## config.mk

```make
export PLATFORM = sky130hd
export DESIGN_NAME = lldma_engine
export DESIGN_NICKNAME = d
export VERILOG_FILES = /design/src/rtl/lldma_pkg.sv /design/src/rtl/lldma_burst_ctr.sv /design/src/rtl/lldma_addr_gen.sv /design/src/rtl/lldma_pack.sv /design/src/rtl/lldma_engine.sv
export SDC_FILE = /design/constraint.sdc
export NUM_CORES = 1
export LEC_CHECK = 0
export BUFFER_PORTS_ARGS = -buffer_cell sky130_fd_sc_hd__buf_2
export CORE_MARGIN = 1.5
export CORE_UTILIZATION = 55
export CTS_CLUSTER_DIAMETER = 80
export DETAILED_ROUTE_END_ITERATION = 10
export PLACE_DENSITY = 0.82
export SETUP_SLACK_MARGIN = 0.2
export SYNTH_ARGS = -nofsm -noshare
export SYNTH_HDL_FRONTEND = slang
export SYNTH_HIERARCHICAL = 1
export SYNTH_SLANG_ARGS = --single-unit
```

## constraint.sdc

```tcl
create_clock -name clk -period 4.24 [get_ports clk]
set_clock_uncertainty 0.05 [all_clocks]
set_input_delay 0.636 -clock clk [delete_from_list [all_inputs] [get_ports clk]]
set_output_delay 0.636 -clock clk [all_outputs]
set_load 0.05 [all_outputs]
```

## src/rtl/lldma_pkg.sv

```systemverilog
package lldma_pkg;

    localparam int CNT_W  = 12;
    localparam int WORD_W = 32;

    typedef enum logic [1:0] {
        ST_IDLE,
        ST_FETCH,
        ST_MOVE,
        ST_DONE
    } eng_state_e;

    // control word layout (32 bits)
    typedef struct packed {
        logic             irq_en;     // [31]
        logic [6:0]       spare;      // [30:24]
        logic             dst_inc;    // [23]
        logic             src_inc;    // [22]
        logic [1:0]       dst_w;      // [21:20]
        logic [1:0]       src_w;      // [19:18]
        logic [2:0]       dst_burst;  // [17:15]
        logic [2:0]       src_burst;  // [14:12]
        logic [CNT_W-1:0] count;      // [11:0]
    } ctrl_word_t;

    function automatic logic [2:0] width_bytes(input logic [1:0] code);
        case (code)
            2'd0:    return 3'd1;
            2'd1:    return 3'd2;
            default: return 3'd4;
        endcase
    endfunction

    function automatic logic [1:0] size_code(input logic [1:0] code);
        return (code == 2'd3) ? 2'd2 : code;
    endfunction

    function automatic logic [8:0] burst_beats(input logic [2:0] code);
        if (code == 3'd0) return 9'd1;
        return 9'd1 << ({1'b0, code} + 4'd1);
    endfunction

    function automatic logic [WORD_W-1:0] byte_mask(input logic [2:0] nb);
        if (nb >= 3'd4) return '1;
        return (32'd1 << {nb, 3'b000}) - 32'd1;
    endfunction

endpackage

```

## src/rtl/lldma_burst_ctr.sv

```systemverilog
module lldma_burst_ctr
    import lldma_pkg::*;
(
    input  logic       clk,
    input  logic       rst,
    input  logic       clear,
    input  logic       step,
    input  logic [2:0] len_code,
    output logic       last
);
    logic [7:0] beat_q;

    assign last = ({1'b0, beat_q} == (burst_beats(len_code) - 9'd1));

    always_ff @(posedge clk) begin
        if (rst || clear) begin
            beat_q <= '0;
        end else if (step) begin
            beat_q <= last ? 8'd0 : beat_q + 8'd1;
        end
    end
endmodule

```

## src/rtl/lldma_addr_gen.sv

```systemverilog
module lldma_addr_gen #(
    parameter int AW = 32
) (
    input  logic          clk,
    input  logic          rst,
    input  logic          load,
    input  logic [AW-1:0] load_val,
    input  logic          step,
    input  logic          inc,
    input  logic [2:0]    stride,
    output logic [AW-1:0] addr
);
    always_ff @(posedge clk) begin
        if (rst) begin
            addr <= '0;
        end else if (load) begin
            addr <= load_val;
        end else if (step && inc) begin
            addr <= addr + AW'(stride);
        end
    end
endmodule

```

## src/rtl/lldma_pack.sv

```systemverilog
module lldma_pack
    import lldma_pkg::*;
(
    input  logic              clk,
    input  logic              rst,
    input  logic              clear,
    input  logic              push,
    input  logic [2:0]        push_bytes,
    input  logic [WORD_W-1:0] push_data,
    input  logic              pop,
    input  logic [2:0]        pop_bytes,
    output logic [2:0]        level,
    output logic [WORD_W-1:0] head
);
    logic [WORD_W-1:0] data_q;

    assign head = data_q & byte_mask(pop_bytes);

    always_ff @(posedge clk) begin
        if (rst || clear) begin
            data_q <= '0;
            level  <= '0;
        end else if (push) begin
            data_q <= data_q | ((push_data & byte_mask(push_bytes)) << {level, 3'b000});
            level  <= level + push_bytes;
        end else if (pop) begin
            data_q <= data_q >> {pop_bytes, 3'b000};
            level  <= level - pop_bytes;
        end
    end

    AST_PACK_BOUND: assert property (@(posedge clk) disable iff (rst)
        level <= 3'd4);
    AST_POP_HAS_DATA: assert property (@(posedge clk) disable iff (rst)
        pop |-> level >= pop_bytes);
    AST_PUSH_FITS: assert property (@(posedge clk) disable iff (rst)
        push |-> ({1'b0, level} + {1'b0, push_bytes}) <= 4'd4);
endmodule

```

## src/rtl/lldma_engine.sv

```systemverilog
module lldma_engine
    import lldma_pkg::*;
#(
    parameter int AW = 32
) (
    input  logic              clk,
    input  logic              rst,
    input  logic              chan_en,
    input  logic [AW-1:0]     head_ptr,
    output logic              mem_rd,
    output logic              mem_wr,
    output logic [AW-1:0]     mem_addr,
    output logic [1:0]        mem_size,
    output logic [WORD_W-1:0] mem_wdata,
    output logic              mem_last,
    input  logic [WORD_W-1:0] mem_rdata,
    input  logic              mem_ready,
    input  logic              periph_req,
    output logic              periph_ack,
    output logic              tc_irq
);
    localparam int DESC_WORDS = 4;
    localparam int IDX_W      = $clog2(DESC_WORDS);
    localparam logic [IDX_W-1:0] IDX_SRC  = IDX_W'(0);
    localparam logic [IDX_W-1:0] IDX_DST  = IDX_W'(1);
    localparam logic [IDX_W-1:0] IDX_NEXT = IDX_W'(2);
    localparam logic [IDX_W-1:0] IDX_CTRL = IDX_W'(DESC_WORDS - 1);

    eng_state_e        state;
    logic [IDX_W-1:0]  fidx;
    logic [AW-1:0]     desc_ptr;
    logic [AW-1:0]     next_ptr;
    ctrl_word_t        ctrl;
    logic [CNT_W-1:0]  src_left;
    logic              dst_open;

    logic [AW-1:0]     src_addr, dst_addr;
    logic [2:0]        lvl;
    logic [WORD_W-1:0] head;
    logic [2:0]        sw_b, dw_b;
    logic              rb_last, wb_last;

    logic in_move, fetch_req, want_wr, wr_req, rd_data_req, pkt_end;
    logic rd_fire, wr_fire, fetch_fire, desc_done;
    logic pkt_last_wr, wr_last, rd_last;

    assign sw_b        = width_bytes(ctrl.src_w);
    assign dw_b        = width_bytes(ctrl.dst_w);
    assign in_move     = (state == ST_MOVE);
    assign fetch_req   = (state == ST_FETCH);
    assign want_wr     = (lvl >= dw_b);
    assign wr_req      = in_move && want_wr && (dst_open || periph_req);
    assign rd_data_req = in_move && !want_wr && (src_left != '0);
    assign pkt_end     = in_move && !want_wr && (src_left == '0);

    assign rd_fire     = rd_data_req && mem_ready;
    assign wr_fire     = wr_req && mem_ready;
    assign fetch_fire  = fetch_req && mem_ready;
    assign desc_done   = fetch_fire && (fidx == IDX_CTRL);

    assign pkt_last_wr = (src_left == '0) && ((lvl - dw_b) < dw_b);
    assign wr_last     = wb_last || pkt_last_wr;
    assign rd_last     = rb_last || (src_left == CNT_W'(1));

    // bus outputs
    assign mem_rd    = fetch_req || rd_data_req;
    assign mem_wr    = wr_req;
    assign mem_addr  = fetch_req ? (desc_ptr + (AW'(fidx) << 2))
                     : (wr_req ? dst_addr : src_addr);
    assign mem_size  = fetch_req ? 2'd2
                     : (wr_req ? size_code(ctrl.dst_w) : size_code(ctrl.src_w));
    assign mem_wdata = wr_req ? head : '0;
    assign mem_last  = fetch_req ? (fidx == IDX_CTRL)
                     : (wr_req ? wr_last : (rd_data_req && rd_last));

    lldma_pack u_pack (
        .clk        (clk),
        .rst        (rst),
        .clear      (desc_done),
        .push       (rd_fire),
        .push_bytes (sw_b),
        .push_data  (mem_rdata),
        .pop        (wr_fire),
        .pop_bytes  (dw_b),
        .level      (lvl),
        .head       (head)
    );

    lldma_addr_gen #(.AW(AW)) u_src_addr (
        .clk      (clk),
        .rst      (rst),
        .load     (fetch_fire && (fidx == IDX_SRC)),
        .load_val (mem_rdata[AW-1:0]),
        .step     (rd_fire),
        .inc      (ctrl.src_inc),
        .stride   (sw_b),
        .addr     (src_addr)
    );

    lldma_addr_gen #(.AW(AW)) u_dst_addr (
        .clk      (clk),
        .rst      (rst),
        .load     (fetch_fire && (fidx == IDX_DST)),
        .load_val (mem_rdata[AW-1:0]),
        .step     (wr_fire),
        .inc      (ctrl.dst_inc),
        .stride   (dw_b),
        .addr     (dst_addr)
    );

    lldma_burst_ctr u_rd_burst (
        .clk      (clk),
        .rst      (rst),
        .clear    (desc_done || (rd_fire && (src_left == CNT_W'(1)))),
        .step     (rd_fire),
        .len_code (ctrl.src_burst),
        .last     (rb_last)
    );

    lldma_burst_ctr u_wr_burst (
        .clk      (clk),
        .rst      (rst),
        .clear    (desc_done || (wr_fire && pkt_last_wr)),
        .step     (wr_fire),
        .len_code (ctrl.dst_burst),
        .last     (wb_last)
    );

    always_ff @(posedge clk) begin
        if (rst) begin
            state      <= ST_IDLE;
            fidx       <= '0;
            desc_ptr   <= '0;
            next_ptr   <= '0;
            ctrl       <= '0;
            src_left   <= '0;
            dst_open   <= 1'b0;
            periph_ack <= 1'b0;
            tc_irq     <= 1'b0;
        end else begin
            periph_ack <= 1'b0;
            tc_irq     <= 1'b0;
            case (state)
                ST_IDLE: begin
                    if (chan_en && (head_ptr != '0)) begin
                        desc_ptr <= head_ptr;
                        fidx     <= '0;
                        state    <= ST_FETCH;
                    end
                end
                ST_FETCH: begin
                    if (mem_ready) begin
                        fidx <= fidx + IDX_W'(1);
                        if (fidx == IDX_NEXT) begin
                            next_ptr <= mem_rdata[AW-1:0];
                        end
                        if (fidx == IDX_CTRL) begin
                            ctrl     <= ctrl_word_t'(mem_rdata);
                            src_left <= mem_rdata[CNT_W-1:0];
                            dst_open <= 1'b0;
                            state    <= ST_MOVE;
                        end
                    end
                end
                ST_MOVE: begin
                    if (rd_fire) begin
                        src_left <= src_left - CNT_W'(1);
                    end
                    if (wr_req) begin
                        dst_open <= wr_fire ? !wr_last : 1'b1;
                    end
                    if (wr_fire) begin
                        periph_ack <= wr_last;
                    end
                    if (pkt_end) begin
                        tc_irq <= ctrl.irq_en;
                        if (next_ptr == '0) begin
                            state <= ST_DONE;
                        end else begin
                            desc_ptr <= next_ptr;
                            fidx     <= '0;
                            state    <= ST_FETCH;
                        end
                    end
                end
                default: ;
            endcase
            if (!chan_en && !((mem_rd || mem_wr) && !mem_ready)) begin
                state    <= ST_IDLE;
                dst_open <= 1'b0;
            end
        end
    end

    AST_RW_EXCLUSIVE: assert property (@(posedge clk) disable iff (rst)
        !(mem_rd && mem_wr));
    AST_BEAT_HOLD: assert property (@(posedge clk) disable iff (rst)
        (mem_rd || mem_wr) && !mem_ready |=>
            (mem_rd || mem_wr) && $stable(mem_addr) && $stable(mem_wr));
    AST_STOP_IDLE: assert property (@(posedge clk) disable iff (rst)
        !chan_en && (!(mem_rd || mem_wr) || mem_ready) |=> !mem_rd && !mem_wr);
    AST_BURST_NEEDS_REQ: assert property (@(posedge clk) disable iff (rst)
        mem_wr && !dst_open |-> periph_req);
    AST_ACK_AFTER_BEAT: assert property (@(posedge clk) disable iff (rst)
        periph_ack |-> $past(mem_wr && mem_ready));
    AST_IRQ_AFTER_PACKET: assert property (@(posedge clk) disable iff (rst)
        tc_irq |-> $past(state == ST_MOVE && !mem_rd && !mem_wr));
    AST_FETCH_WORD: assert property (@(posedge clk) disable iff (rst)
        (state == ST_FETCH) |-> mem_rd && mem_size == 2'd2);
endmodule

```

======== Word level (Yosys, flattened, before mapping) ========
Cells that the tools add are included.
cells by class
  bitwise operators ....................... 6
  reduce and logical (&&, ||, !) cells .... 61
  $lt $le $gt $ge ......................... 4
  equal/unequal tests ..................... 19
  multiplexer cells ....................... 61
  add/subtract/negate cells ............... 15
  shift-type cells ........................ 6
operator list
  operator               number
  $mux 32                18
  $add 32x3->32          2
  $and 32x32->32         2
  $pmux 32 s2            1
  $shl 1x6->32 const A   2
  $sub 32x1->32 const B  2
  $mux 12                3
  $mux 9                 4
  $add 32x4->32          1
  $logic_not 32->1       1
  $or 32x32->32          1
  $reduce_bool 32->1     1
  $shl 32x6->32          1
  $shr 32x6->32          1
  $mux 2                 13
  $pmux 12 s2            1
  $logic_and 1x1->1      20
  $eq 8x9->1             2
  $shl 1x4->9 const A    2
  $sub 9x1->9 const B    2
  $add 8x1->8 const B    2
  $mux 8                 2
  $eq 12x1->1 const B    1
  $logic_not 12->1       1
  other kinds (30)       86
word-level totals
  word-level logic and storage cells ...... 193
  flip-flop bits (word level) ............. 211

======== Longest topological paths before layout ========
  depth after elaboration ................. 16
  mapped depth ............................ 16

======== By module ========
Netlist, hierarchy kept.
by module, submodules not included
  module           sequential area each (um^2)  instances  cells each  area each (um^2)
  lldma_engine     1,921.8                      1          812         6,218.5
  lldma_addr_gen   640.6                        2          248         1,993.2
  lldma_pack       700.7                        1          333         2,698.8
  lldma_burst_ctr  160.2                        2          94          725.7

======== Worst setup path after synthesis ========
No wires, ideal clock.
  path type ............................... register to output
  start point ............................. reg ctrl[21] (netlist bit)
  end point ............................... out mem_addr[0]
  path buffers ............................ 1
  data arrival time ....................... 3.235 ns
  cell stages (with the launch flop) ...... 9
  slack ................................... 0.319 ns
  cells stage by stage .................... dfxtp_1 > nor2_1 > ha_1 > nand2b_1 > a31o_2 > o211ai_1 > clkbuf_1 > mux2i_1 > o21ai_0
on the way
  longest elaborated chain between the ends .. 7
  elaborated cells on any way between the ends .. 8
  those cells by class .................... order compare (1); eq/ne (1); mux (3); reduce/logical (3)
RTL lines
  item                                           line                 RTL
  start, declared                                lldma_engine.sv:33   ctrl_word_t ctrl;
  start signal, assigned                         lldma_engine.sv:158  ctrl <= ctrl_word_t'(mem_rdata);
  $eq 2x1->1 or $logic_not 2->1 (tied branches)  lldma_pkg.sv:27      case (code)
  $pmux 3 s2 (*)                                 lldma_pkg.sv:27
  named net dw_b[0]                              lldma_engine.sv:40   logic [2:0] sw_b, dw_b;
  $ge 3x3->1 (*)                                 lldma_engine.sv:51   assign want_wr = (lvl >= dw_b);
  $logic_and 1x1->1 (*) (2 in series)            lldma_engine.sv:52   assign wr_req = in_move && want_wr && (dst_open || periph_req);
  $mux 32 (*)                                    lldma_engine.sv:69   : (wr_req ? dst_addr : src_addr);
  $mux 32 (*)                                    lldma_engine.sv:68   assign mem_addr = fetch_req ? (desc_ptr + (AW'(fidx) << 2))
  end, declared                                  lldma_engine.sv:12   output logic [AW-1:0] mem_addr,
Mark *: on every way through the listed nets, which the timed path passes. The rest lies on a longest branch.

======== Worst setup path after layout ========
  start point ............................. reg ctrl[21] (netlist bit)
  end point ............................... out mem_addr[6]
on the way
  longest elaborated chain between the ends .. 7
  elaborated cells on any way between the ends .. 8
  those cells by class .................... order compare (1); eq/ne (1); mux (3); reduce/logical (3)
RTL lines
  item                                           line
  $eq 2x1->1 or $logic_not 2->1 (tied branches)  lldma_pkg.sv:27
  $pmux 3 s2 (*)                                 lldma_pkg.sv:27
  $ge 3x3->1 (*)                                 lldma_engine.sv:51
  $logic_and 1x1->1 (*) (2 in series)            lldma_engine.sv:52
  $mux 32 (*)                                    lldma_engine.sv:69
  $mux 32 (*)                                    lldma_engine.sv:68
Every way passes the cells marked *; elsewhere a longest branch is shown, timed or not.

==> flow_summary.toml <==
[cts]
clkTransAtPathRegs_ns = 0.06
cts-buffers-inserted = 24
clock-sinks = 211
cts_tree = "built"
cts-root-buf = "clkbuf_16"
insertion_delay_ns = 0.52
cts_buffer_depth = 3
htreeDepth = 1

[worst_setup_path]
end_kind = "output port"
crit_required_ns = 3.55
worstReg2RegEnd = "u_src_addr/addr[22]$_SDFFE_PP0P_"
arrival_ns = 3.29
r2r_cells = 10
ff2ff_setup_slack_ns = 0.34
cp-start-kind = "register"
critical_path_class = "register to output port"
crit_fanout = 35
slowest_stage = "buf_4"
cpPeakStageDelay_ns = 0.44
path_cells = "inv_1, ha_1, a21o_1, a31o_2, o211ai_1, buf_4, mux2i_1, o21ai_0, buf_2"
r2r-start = "ctrl[21]$_SDFFE_PP0P_"

[logic_synthesis]
syn_area_per_cell_um2 = 7.85
netlist_instances = 1829
synthFlopType = "dfxtp_1"
synth_top_area_share_pct = 29.4
yosysWarnings = 6
ys_top_cells_by_area = "dfxtp_1 (29%), nand2_1 (5.8%), a21oi_1 (5.4%), a211oi_1 (4.4%), mux2i_1 (4.0%)"
synth-seq-cells = 211
synth_fp_nets = 1941
synth_cell_types = 91
synthArstFlopShare_pct = 0
yosysSeqAreaShare_pct = 29.4
syn-cell-area_mm2 = 0.0144
synth_edf_count = 0
yosysTopAreaCell = "dfxtp_1"

[floorplan]
start_util_pct = 56.5
dieHeight_um = 165
dieWidth_um = 165
die-area_mm2 = 0.0271
core_mm2 = 0.0254
ios = 140
num_rows = 58

[timing]
fmax_mhz = 252
fin_crit_ns = 3.98
finalSetupTns_ns = 0
whs_ns = 0.396
slew_violations = 0
rsz0062_at_grt = "true"
post-route-period-util_pct = 93.8
slew_headroom_pct = 14.8
layout_setup_ws_ns = 0.264
hold_viol = 0
tightest_slew_ns = 1.28
setup_viol = 0

[detailed_routing]
dr.pass1.iters = 7
wl_mm = 48.1
vias_per_cell = 6.73
routedWlPerCell_um = 21.5
drtIter0Drc = 2013
drc = 0
vias = 15100
postRouteAntennaNets = 0

[power_and_ir_drop]
peakVddDrop_v = 0.000303
p_leak_nw = 5.68
power_density_mw_per_mm2 = 308

[layout]
layout_commonest_cell = "nand2_1"
final-seq-area_mm2 = 0.00423
syn2layout_area_growth_pct = 11.2
num_antenna_cells = 0
multi_input_area_mm2 = 0.00930
num-fill-cells = 2174
final_cell_mix = "nand2_1 (221), dfxtp_1 (203), a21oi_1 (153)"
fin_nets = 2003
drive_gt1_share_pct = 14.8

[place]
portBuffers = 139
dp_slack_ns = 0.501
gp_congestion = 0.950
hpwl_mm = 32.9

[grt]
grt_first_pass_wirelength_mm = 73.1
grt_pass1_vias = 13300
grt-ovfl-total = 0
grt_antenna_before_repair = 0
grt_max_degree = 117
grt_usage_pct = 34.2

[worst_hold_path]
min_path_type = "input pin to register"
hold_end = "next_ptr[30]$_SDFFE_PP0P_"
holdPathStages = 3
min-delay-start = "mem_rdata[30]"

[outcome]
status = "complete, no violations"

[run]
cap_violations = 0
-- cell type report --
| cell class | instances | share of cell area (%) |
|---|---|---|
| clock buffers | 35 | 4.47 |
| clock inverters | 7 | 0.564 |
| inverters | 53 | 1.25 |
| multi-input cells | 1424 | 58.3 |
| flip-flops and latches | 211 | 26.5 |
| well taps | 330 | 2.59 |
| repair buffers | 177 | 6.32 |
-- cells in the mapped netlist (35+ instances only) --
library cell,n
xnor2_1,35
a311oi_1,42
nand3_1,36
ha_1,38
clkbuf_1,91
nand2_1,221
and2_1,58
nor2b_1,50
a21oi_1,154
a211oi_1,85
inv_1,48
nor2_1,97
o21ai_0,102
mux2i_1,57
dfxtp_1,211
-- timing repair --
action,in CTS,in global routing
gates resized for setup,2,23
setup endpoints to repair,8,10
hold endpoints to repair,0,0
hold buffers,0,0
buffers inserted,0,7
pin swaps,0,5
-- critical path, delay by kind of cell (launching register included) --
family          cells  cell delay, ns
fa+ha+maj           1            0.35
flops               1            0.36
compound gates      4            0.99
buf+inv             3            0.87
mux                 1            0.18
-- routing by layer --
| metal | GRT usage, % | vias up | routed length, µm |
|---|---|---|---|
| met2 | 51.6 | 947 | 20700 |
| met5 | 0 | - | 0 |
| met3 | 6.73 | 150 | 5830 |
| met1 | 47.3 | 7056 | 19400 |
| met4 | 14.9 | 0 | 2220 |
| li1 | - | 6900 | - |
-- report_power, final --
group	switching [mW]	total (mW)	internal, mW
Clock	0.866	2.15	1.28
Sequential	0.0807	2.12	2.04
Combinational	0.462	0.652	0.190
-- kinds of logic (layout without fill, tap and decap cells) --
group / after synthesis / count (layout) / synth area share [%]
adders and majority gates: 43 / 43 / 4.01
muxes: 60 / 60 / 4.21
buffers and inverters: 194 / 272 / 6.02
DFF: 211 / 211 / 29.4
and+or+nand+nor: 712 / 712 / 26.9
AOI/OAI and AO/OA: 552 / 552 / 26.0
other: 2 / 2 / 0.0523
xor gates and xnor gates: 55 / 55 / 3.36
-- worst max-delay path by stage --
stage / startpoint / endpoint
5_1_grt: ctrl[13]$_SDFFE_PP0P_ / mem_last
4_1_cts: ctrl[20]$_SDFFE_PP0P_ / mem_last
3_3_place_gp: ctrl[13]$_SDFFE_PP0P_ / mem_last
3_5_place_dp: ctrl[21]$_SDFFE_PP0P_ / u_src_addr/addr[22]$_SDFFE_PP0P_
2_1_floorplan: ctrl[21]$_SDFFE_PP0P_ / mem_addr[0]
6_report: ctrl[21]$_SDFFE_PP0P_ / mem_addr[6]
-- per-stage QoR --
step	std cells	total power, mW	utilization [%]	instance area [µm²]
6_report	2237	4.92	62.9	16000
5_1_grt	2237	5.05	62.9	16000
4_1_cts	2230	4.89	62.4	15900
3_5_place_dp	2188	2.78	59.3	15100
3_3_place_gp	2188	2.77	59.3	15100
2_1_floorplan	1829	2.55	-	14400
-- state kept, by name (all words and copies together) (netlist names) --
signal and count:
u_pack/data_q 32, src_left 12, u_src_addr/addr 32, next_ptr 32, ctrl 13, u_pack/level 3
u_rd_burst/beat_q 8, state 2, periph_ack 1, fidx 2, tc_irq 1, u_dst_addr/addr 32
dst_open 1, desc_ptr 32, u_wr_burst/beat_q 8
No activity file was read; power rests on OpenSTA's default activity.
